<file path="config.mk">
export PLATFORM = sky130hd
export DESIGN_NAME = irq_aggregator
export DESIGN_NICKNAME = d
export VERILOG_FILES = /design/src/rtl/irq_aggregator_pkg.sv /design/src/rtl/irq_flag_bank.sv /design/src/rtl/irq_mask_unit.sv /design/src/rtl/irq_summary.sv /design/src/rtl/irq_aggregator.sv
export SDC_FILE = /design/constraint.sdc
export NUM_CORES = 1
export LEC_CHECK = 0
export ABC_AREA = 1
export BUFFER_PORTS_ARGS = -buffer_cell sky130_fd_sc_hd__buf_2
export CAP_MARGIN = 20
export CORE_UTILIZATION = 29
export DETAILED_ROUTE_END_ITERATION = 16
export SYNTH_ARGS = -nofsm -noshare
export SYNTH_HDL_FRONTEND = slang
export SYNTH_HIERARCHICAL = 1
export SYNTH_SLANG_ARGS = --single-unit
</file>
<file path="constraint.sdc">
create_clock -name clk -period 2.61 [get_ports clk]
set_input_delay 0.522 -clock clk [delete_from_list [all_inputs] [get_ports clk]]
set_output_delay 0.522 -clock clk [all_outputs]
set_load 0.05 [all_outputs]
</file>
<file path="src/rtl/irq_aggregator_pkg.sv">
package irq_aggregator_pkg;
  localparam int unsigned SRC_COUNT = 5;
  localparam int unsigned BYTE_W    = 8;

  // Flag positions in the read byte
  localparam int unsigned POS_TMR_A  = 0;
  localparam int unsigned POS_TMR_B  = 1;
  localparam int unsigned POS_ALARM  = 2;
  localparam int unsigned POS_SERIAL = 3;
  localparam int unsigned POS_FLAG   = 4;

  typedef enum logic {
    MASK_CLEAR = 1'b0,
    MASK_SET   = 1'b1
  } mask_op_e;
endpackage

</file>
<file path="src/rtl/irq_flag_bank.sv">
module irq_flag_bank #(
  parameter int unsigned NSRC = 5
) (
  input  logic            clk,
  input  logic            rst_n,
  input  logic [NSRC-1:0] evt_stb,
  input  logic            rd_stb,
  output logic [NSRC-1:0] flags_q,
  output logic [NSRC-1:0] flags_nxt
);
  for (genvar i = 0; i < NSRC; i++) begin : g_flag
    // A read clears first, so an event in the same cycle is still latched
    assign flags_nxt[i] = (flags_q[i] & ~rd_stb) | evt_stb[i];

    always_ff @(posedge clk or negedge rst_n) begin
      if (!rst_n) flags_q[i] <= 1'b0;
      else        flags_q[i] <= flags_nxt[i];
    end
  end
endmodule

</file>
<file path="src/rtl/irq_mask_unit.sv">
module irq_mask_unit
  import irq_aggregator_pkg::*;
#(
  parameter int unsigned NSRC   = 5,
  parameter int unsigned DATA_W = 8
) (
  input  logic              clk,
  input  logic              rst_n,
  input  logic              wr_stb,
  input  logic [DATA_W-1:0] wr_data,
  output logic [NSRC-1:0]   mask_q,
  output logic [NSRC-1:0]   mask_nxt
);
  logic [NSRC-1:0] sel;
  mask_op_e        op;

  assign sel = wr_data[NSRC-1:0];
  assign op  = mask_op_e'(wr_data[DATA_W-1]);

  always_comb begin
    mask_nxt = mask_q;
    if (wr_stb) begin
      if (op == MASK_SET) mask_nxt = mask_q | sel;
      else                mask_nxt = mask_q & ~sel;
    end
  end

  always_ff @(posedge clk or negedge rst_n) begin
    if (!rst_n) mask_q <= '0;
    else        mask_q <= mask_nxt;
  end
endmodule

</file>
<file path="src/rtl/irq_summary.sv">
module irq_summary #(
  parameter int unsigned NSRC = 5
) (
  input  logic            clk,
  input  logic            rst_n,
  input  logic            rd_stb,
  input  logic [NSRC-1:0] flags_nxt,
  input  logic [NSRC-1:0] mask_nxt,
  output logic            sum_q
);
  logic sum_nxt;

  // Sticky until read; raised by any enabled flag after this cycle's updates
  assign sum_nxt = (sum_q & ~rd_stb) | (|(flags_nxt & mask_nxt));

  always_ff @(posedge clk or negedge rst_n) begin
    if (!rst_n) sum_q <= 1'b0;
    else        sum_q <= sum_nxt;
  end
endmodule

</file>
<file path="src/rtl/irq_aggregator.sv">
module irq_aggregator #(
  parameter int unsigned NSRC   = irq_aggregator_pkg::SRC_COUNT,
  parameter int unsigned DATA_W = irq_aggregator_pkg::BYTE_W
) (
  input  logic              clk,
  input  logic              rst_n,
  input  logic [NSRC-1:0]   evt_stb,
  input  logic              rd_stb,
  input  logic              wr_stb,
  input  logic [DATA_W-1:0] wr_data,
  output logic [DATA_W-1:0] rd_data,
  output logic              irq_n
);
  localparam int unsigned PAD_W = DATA_W - 1 - NSRC;

  logic [NSRC-1:0] flags_q, flags_nxt;
  logic [NSRC-1:0] mask_q, mask_nxt;
  logic            sum_q;

  irq_flag_bank #(.NSRC(NSRC)) u_flags (
    .clk(clk), .rst_n(rst_n), .evt_stb(evt_stb), .rd_stb(rd_stb),
    .flags_q(flags_q), .flags_nxt(flags_nxt)
  );

  irq_mask_unit #(.NSRC(NSRC), .DATA_W(DATA_W)) u_mask (
    .clk(clk), .rst_n(rst_n), .wr_stb(wr_stb), .wr_data(wr_data),
    .mask_q(mask_q), .mask_nxt(mask_nxt)
  );

  irq_summary #(.NSRC(NSRC)) u_sum (
    .clk(clk), .rst_n(rst_n), .rd_stb(rd_stb),
    .flags_nxt(flags_nxt), .mask_nxt(mask_nxt), .sum_q(sum_q)
  );

  if (PAD_W > 0) begin : g_pad
    assign rd_data = {sum_q, {PAD_W{1'b0}}, flags_q};
  end else begin : g_nopad
    assign rd_data = {sum_q, flags_q};
  end

  assign irq_n = ~sum_q;
endmodule

</file>
==> out/results.txt, run 1 <==
CP startpoint kind: register
Via density: 3.69
Seq cells post-synth: 11
clk_skew: 0.00216 ns
total CTS buffers: 3
Yosys top cell area share: 50.0%
Cell Pwr Density: 581 nW/um^2
endpoints failing setup: 0
Die Y-Extent: 45.6 um
total vias in the final route: 457
Static Leak: 0.000438 uW
WL/cell: 7.00 um
grt total ovfl: 0
register area share after synthesis: 50.0%
critical path, cell by cell: inv_1 > buf_2
Critical Path Start: u_sum/sum_q$_DFF_PN0_
Std-Cell Rows: 15
CP Capture Type: output pin
crit share post-route: 56.3%
total track usage: 10.2%
worst skew pair latency: 0.26 ns
first-pass GRT wire length: 1.47 mm
Fill cells: 197
most numerous cell in the Yosys netlist: nand2_1
sequential power share: 48.4%
Worst Hold Class: in2async
cells after synthesis: 77
worst reg2reg setup slack: 1.68 ns
Compound-Gate Fraction of Synth Area: 0%
# DRC: 0
Simple-Gate Fraction of Synth Area: 29.5%
synth cell count leaders: nand2_1, inv_1, dfrtp_1, inv_2, nand3_1
die area: 2080 um^2
Yosys cell types: 10
Adder-Cell Fraction of Synth Area: 0%
dominant cells by area after synthesis: dfrtp_1, nand2_1, inv_1, inv_2, nand3_1
cell count after placement: 120
final-report hold violation count: 0
Synth area leader: dfrtp_1
clock share of power: 28.2%
Die Wd: 45.6 um
Antenna Nets Post-Route: 0
hold buffer count at CTS: 0
synthesized area per cell: 7.15 um^2
outcome: complete, no violations
multiplexer share of the synthesized area: 0%
worst stage delay on the critical path: 0.39 ns
vias in the first global route: 372
initial antenna violation count: 0
largest family of logic cells by synthesized area: simple AND/OR/NAND/NOR gates
CTS tree: done
Clock Tree Root: clkbuf_4
Antenna Cells: 0
prevailing post-synth register cell: dfrtp_1
Peak supply drop: 0.324 mV
fmax: 681 MHz
Sw Ratio: 32.0%
Pint: 270 uW
multi-input gate area in the final layout: 170 um^2
# IOs: 26
Starting Density: 31.5%
layout cells sized above 1: 33.3%
FF+latch area: 275 um^2
final cell count without fillers: 124
postcts setup bufs: 0
Post-synth ARST share: 100%
Sink Count: 11
largest net degree at the start of global routing: 12
Initial DRT Pass Iterations: 3
Synth Warn #: 6
net switching power: 127 uW
max-slew violation count: 0
r2r worst-path depth: 8
H-tree levels: 1
required time of the critical path: 2.09 ns
post_cts resized: 0
clock transition at the registers of the reported paths: 0.07 ns
final net count: 117
clk buf depth: 2
worst-path maximum fanout: 3
RSZ-0062 raised after global routing: no
worst r2r src: u_mask/mask_q[2]$_DFF_PN0_
slowest stage cell, crit path: dfrtp_1
Max-Cap Viols: 0
Synth Cell Area: 551 um^2
Comb power frac: 23.4%
initial DRC count: 4
CP Class: reg2out
hpwl dp: 716 um
area delta synth->final: 24.3%
min Tclk post-route: 1.47 ns
Crit path arrival time: 0.95 ns
core footprint: 1750 um^2
EDFF count, synth: 0
Post-Synth XOR/XNOR Area: 0%
RePlAce Congestion: 0.643
final WL: 868 um
Crit Reg-Reg Endpoint: u_sum/sum_q$_DFF_PN0_
IO buf count: 21
setup TNS: 0 ns
[kinds of logic (layout without fill, tap and decap cells)]
family / count (synthesis) / count (layout)
AND/OR/NAND/NOR: 41 / 41
buffers and inverters: 24 / 45
other: 1 / 2
flip-flops: 11 / 11
[sequential cells by signal, indices dropped and copies added (netlist names)]
register	flops
u_sum/sum_q	1
u_mask/mask_q	5
u_flags/flags_q	5
[worst max-delay path, delay by kind of cell (launching register included)]
kind / cells / cell delay (ns)
buf+inv: 2 / 0.30
flops: 1 / 0.39
[cell type report]
class | instances | share of cell area [%]
Clock inverter | 1 | 0.731
Timing Repair Buffer | 21 | 15.4
Sequential cell | 11 | 40.2
Inverter | 20 | 11.0
Multi-Input combinational cell | 43 | 24.9
Tap cell | 25 | 4.57
Clock buffer | 3 | 3.29
[worst max path at each step]
stage                                 end  slack, ns  depth (start not counted)
floorplan                           irq_n       1.41                          1
global placement    u_sum/sum_q$_DFF_PN0_       1.32                          8
detailed placement  u_sum/sum_q$_DFF_PN0_       1.31                          8
CTS                                 irq_n       1.12                          2
global route                        irq_n       1.09                          2
finish                              irq_n       1.14                          2
[metrics by stage]
stage	worst slack, ns	total power, uW	hold WS [ns]	util (%)	instance area, um^2
floorplan	1.41	267	0.226	-	554
finish	1.14	398	0.106	39.2	684
CTS	1.12	407	0.0988	39.2	684
global route	1.09	428	0.112	39.2	684
global placement	1.32	289	0.398	37.6	657
detailed placement	1.31	290	0.396	37.6	657
[power groups by stage]
| stage | sequential (uW) | combinational [uW] | clock [uW] |
|---|---|---|---|
| after floorplan | 214 | 52.5 | 0 |
| after CTS | 193 | 94.6 | 120 |
| final | 193 | 93.0 | 112 |
| after global placement | 196 | 92.8 | 0 |
| after detailed placement | 196 | 94.3 | 0 |
| after global routing | 194 | 107 | 127 |
[layout by cell type (no fill, tap or decap)]
cell and count:
buf_2 21, clkbuf_4 3, clkinv_2 1, conb_1 2
dfrtp_1 11, inv_1 13, inv_2 7, nand2_1 32
nand2_2 1, nand3_1 5, nor2_1 3
[routing by layer]
layer / track usage, % / part of all wire, % / vias to the layer above / routed length [um]
li1: - / - / 259 / -
met1: 14.1 / 53 / 181 / 463
met2: 13.4 / 39 / 17 / 337
met3: 2.78 / 7.7 / 0 / 67
met4: 7.27 / 0 / 0 / 0
met5: 0 / 0 / - / 0
Power figures use the tool's default switching activity.
==> run 2, diff against run 1 <==
clock period = 1.3 ns   (was 2.61 ns; I/O delays follow)
==> out/results.txt, run 2 (synthesis results as in run 1) <==
min Tclk post-route: 1.21 ns
first-pass GRT wire length: 1.47 mm (unchanged)
die area: 2080 um^2 (unchanged)
max-slew violation count: 0 (unchanged)
initial antenna violation count: 0 (unchanged)
crit share post-route: 92.8%
Antenna Nets Post-Route: 0 (unchanged)
total vias in the final route: 458 (+0.22%)
most common cell after layout, fill and taps aside: nand2_1
RSZ-0062 raised after global routing: no
clock transition at the registers of the reported paths: 0.07 ns (about the same)
grt total ovfl: 0 (unchanged)
endpoints failing setup: 0 (unchanged)
largest net degree at the start of global routing: 12 (unchanged)
Fill cells: 198 (+0.51%)
CTS tree: done
fmax: 829 MHz
worst-path maximum fanout: 3 (unchanged)
hpwl dp: 716 um (unchanged)
Max-Cap Viols: 0 (unchanged)
most frequent cells in the layout: nand2_1, buf_2, inv_1, dfrtp_1, inv_2
total CTS buffers: 3 (unchanged)
Cell Pwr Density: 1150 nW/um^2 (+98%)
outcome: complete, no violations
Clock Tree Root: clkbuf_4
core footprint: 1750 um^2 (unchanged)
CP Class: reg2out
Pwr Total: 801 uW (+100%)
initial DRC count: 4 (unchanged)
RePlAce Congestion: 0.643 (about the same)
Std-Cell Rows: 15 (unchanged)
hold buffer count at CTS: 1 (+1)
Via density: 3.66 (-0.58%)
required time of the critical path: 1.04 ns (-1.05 ns)
top flop regs: u_flags/flags_q: 5 flops, u_mask/mask_q: 5 flops, u_sum/sum_q: 1 flops
setup TNS: 0 ns (unchanged)
Peak supply drop: 0.649 mV (+100%)
Sink Count: 11 (unchanged)
Starting Density: 31.5% (unchanged)
clk_skew: 0.00195 ns (-0.000209 ns)
WL/cell: 6.99 um (-0.11%)
Static Leak: 0.000442 uW (+0.95%)
final net count: 118 (+0.85%)
layout cells sized above 1: 33.0% (-0.33 points)
Initial DRT Pass Iterations: 3 (unchanged)
Die Wd: 45.6 um (unchanged)
total track usage: 10.2% (unchanged)
postcts setup bufs: 0 (unchanged)
Worst Hold Class: in2reg
# DRC: 0 (unchanged)
CP Capture Type: output pin
vias in the first global route: 372 (unchanged)
area delta synth->final: 26.1%
Antenna Cells: 0 (unchanged)
Die Y-Extent: 45.6 um (unchanged)
final WL: 874 um (+0.69%)
IO buf count: 21 (unchanged)
worst skew pair latency: 0.26 ns (about the same)
clk buf depth: 2 (unchanged)
CP startpoint kind: register
final-report hold violation count: 0 (unchanged)
H-tree levels: 1 (unchanged)
# IOs: 26 (unchanged)
Crit path arrival time: 0.95 ns (about the same)
post_cts resized: 0 (unchanged)
[run 2: changes by cell type in the layout (fill, tap and decap cells not counted)]
cell / delta
dlygate4sd3_1: +1
[run 2: metal layers]
layer / up-vias / part of all wire [%] / GRT usage (%) / wire length (um)
met2: 17 / 40 / 13.4 / 348
met5: - / 0 / 0 / 0
met3: 0 / 7.4 / 2.78 / 65
li1: 260 / - / - / -
met4: 0 / 0 / 7.27 / 0
met1: 181 / 53 / 14.1 / 460
[run 2: final cells by class]
cell class | instances | area, um^2 | area share (%)
Sequential cell | 11 | 275 | 39.6
Multi-Input combinational cell | 43 | 170 | 24.5
Timing Repair Buffer | 22 | 115 | 16.6
Inverter | 20 | 75.1 | 10.8
Tap cell | 25 | 31.3 | 4.50
Clock buffer | 3 | 22.5 | 3.24
Clock inverter | 1 | 5.00 | 0.721
[run 2: where the power goes]
part / internal [uW] / total, uW / switching [uW]
logic: 57.9 / 189 / 131
clock network: 114 / 225 / 111
registers: 373 / 387 / 13.8
[run 2: critical path, stage by stage, from the launching register on]
cell and delay (ns):
dfrtp_1 0.39, inv_1 0.05, buf_2 0.25
[run 2: through the flow]
stage,std cells,worst slack [ns],hold slack [ns],utilization [%],area [um^2]
2_1_floorplan,78,0.221,-0.0356,-,554
3_3_place_gp,120,0.267,0.136,37.6,657
3_5_place_dp,120,0.261,0.134,37.6,657
4_1_cts,125,0.0761,0.186,39.8,694
5_1_grt,125,0.0446,0.198,39.8,694
6_report,125,0.0931,0.198,39.8,694
[run 2: path summary, 6_finish.rpt]
path                            cells after the start                         start                      endpoint  slack (ns)
worst max-delay path                                2         u_sum/sum_q$_DFF_PN0_                         irq_n        0.09
worst max register to register                      8    u_mask/mask_q[2]$_DFF_PN0_         u_sum/sum_q$_DFF_PN0_        0.37
max in group asynchronous                           2                         rst_n    u_mask/mask_q[4]$_DFF_PN0_        0.73
worst min-delay path                                3                    evt_stb[4]  u_flags/flags_q[4]$_DFF_PN0_        0.20
min in group asynchronous                           2                         rst_n  u_flags/flags_q[2]$_DFF_PN0_        0.38
worst min register to register                      2  u_flags/flags_q[4]$_DFF_PN0_  u_flags/flags_q[4]$_DFF_PN0_        0.50
==> run 3, diff against run 2 <==
clock period = 1.1 ns   (was 1.3 ns; I/O delays follow)
==> out/results.txt, run 3 (synthesis results as in run 1) <==
vias in the first global route: 378 (+1.6%)
delay-heaviest family, CP: flip-flops
core footprint: 1750 um^2 (unchanged)
FF+latch area: 275 um^2 (unchanged)
CP Class: reg2out
met2 Use GR: 13.4% (unchanged)
outcome: complete, no violations
pre-CTS setup slack: 0.101 ns (-0.160 ns)
CTS tree: done
WL/cell: 7.18 um (+2.6%)
Antenna Cells: 0 (unchanged)
Fin Hold WS: 0.157 ns (-0.0404 ns)
RePlAce Congestion: 0.644 (about the same)
Fill cells: 196 (-1.0%)
final net count: 118 (unchanged)
total CTS buffers: 3 (unchanged)
clk_skew: 0.000994 ns (-0.000957 ns)
most frequent cells in the layout: nand2_1, buf_2, inv_1, dfrtp_1, inv_2
Setup WS post-layout: 0.00194 ns (-0.0912 ns)
Pwr Total: 964 uW (+20%)
Worst Hold Class: in2reg
first-pass GRT wire length: 1.48 mm (+0.95%)
initial DRC count: 3 (-1)
most common cell after layout, fill and taps aside: nand2_1
global-route track usage on met1: 14.4% (+0.25 points)
final WL: 897 um (+2.6%)
# DRC: 0 (unchanged)
DP Area: 657 um^2 (unchanged)
top flop regs: u_flags/flags_q: 5 flops, u_mask/mask_q: 5 flops, u_sum/sum_q: 1 flops
min Tclk post-route: 1.10 ns
Die Wd: 45.6 um (unchanged)
worst r2r src: u_mask/mask_q[2]$_DFF_PN0_
clock transition at the registers of the reported paths: 0.07 ns (about the same)
Critical Path Start: u_sum/sum_q$_DFF_PN0_
Sink Count: 11 (unchanged)
Via density: 3.66 (-0.22%)
max-slew violation count: 0 (unchanged)
critical path, cell by cell: inv_1 > buf_6
worst-path maximum fanout: 3 (unchanged)
crit share post-route: 99.8%
Die Y-Extent: 45.6 um (unchanged)
hold path startpoint: evt_stb[4]
RSZ-0062 raised after global routing: yes
Starting Density: 31.5% (unchanged)
initial antenna violation count: 0 (unchanged)
total vias in the final route: 457 (-0.22%)
Std-Cell Rows: 15 (unchanged)
Antenna Nets Post-Route: 0 (unchanged)
endpoints failing setup: 0 (unchanged)
clk buf depth: 2 (unchanged)
die area: 2080 um^2 (unchanged)
multi-input gate area in the final layout: 170 um^2 (unchanged)
total track usage: 10.3% (+0.083 points)
worst reg2reg setup slack: 0.17 ns (-0.20 ns)
CP Capture Type: output pin
CP startpoint kind: register
required time of the critical path: 0.88 ns (-0.16 ns)
GR peak layer: met1
GRT met3 Usage: 2.78% (unchanged)
hpwl dp: 716 um (unchanged)
layout cells sized above 1: 33.0% (unchanged)
worst skew pair latency: 0.26 ns (about the same)
final cell count without fillers: 125 (unchanged)
Initial DRT Pass Iterations: 3 (unchanged)
postcts setup bufs: 0 (unchanged)
cell count after placement: 120 (unchanged)
Static Leak: 0.000454 uW (+2.6%)
# IOs: 26 (unchanged)
largest net degree at the start of global routing: 12 (unchanged)
Crit path arrival time: 0.88 ns (-0.07 ns)
worst stage delay on the critical path: 0.39 ns (about the same)
grt total ovfl: 0 (unchanged)
Critical path buffers and inverters: 2 (unchanged)
fmax: 911 MHz
IO buf count: 21 (unchanged)
Max-Cap Viols: 0 (unchanged)
slowest stage cell, crit path: dfrtp_1
area delta synth->final: 31.4%
H-tree levels: 1 (unchanged)
Finished Cell Area: 723 um^2 (+4.1%)
Peak supply drop: 0.781 mV (+20%)
Clock Tree Root: clkbuf_4
Cell Pwr Density: 1330 nW/um^2 (+16%)
final-report hold violation count: 0 (unchanged)
[run 3: cell counts in the layout (fill, tap and decap cells not counted)]
Identical to the previous run, type by type.
[run 3: worst paths after layout]
check / cells after the start / endpoint
hold / removal: 3 / u_flags/flags_q[4]$_DFF_PN0_
max in group asynchronous: 2 / u_mask/mask_q[4]$_DFF_PN0_
min in group asynchronous: 2 / u_flags/flags_q[2]$_DFF_PN0_
setup / recovery: 2 / irq_n
hold reg to reg: 2 / u_flags/flags_q[2]$_DFF_PN0_
setup reg to reg: 8 / u_sum/sum_q$_DFF_PN0_
[run 3: report_power, final]
group          internal, uW  leakage [uW]  total [uW]  switching, uW
Sequential              441      0.000117         459           18.0
Clock                   134     0.0000177         268            133
Combinational          81.5      0.000319         237            156
Total                   657      0.000454         964            307
[run 3: final cells by class]
type,instances,area share (%)
Inverter,20,10.4
Clock buffer,3,3.11
Tap cell,25,4.33
Sequential cell,11,38.1
Clock inverter,1,0.692
Multi-Input combinational cell,43,23.5
Timing Repair Buffer,22,19.9
[run 3: timing repair]
item	in CTS	in global routing
hold buffers	1	0
resized for setup	7	4
endpoints found under the hold margin	11	0
endpoints found under the setup margin	7	4
[run 3: metrics by stage]
stage	util [%]	TNS, ns
2_1_floorplan	-	0
3_3_place_gp	37.6	0
3_5_place_dp	37.6	0
4_1_cts	40.9	-0.0319
5_1_grt	41.4	-0.0470
6_report	41.4	0
[run 3: worst register-to-register path, delay by kind of cell, from the launching register on]
kind,cells,cell delay [ns]
buf+inv,2,0.09
flops,1,0.37
simple gates,6,0.35
[run 3: routing by layer]
| metal | vias up | wire, um |
|---|---|---|
| li1 | 258 | - |
| met1 | 182 | 467 |
| met2 | 17 | 368 |
| met3 | 0 | 62 |
| met4 | 0 | 0 |
| met5 | - | 0 |
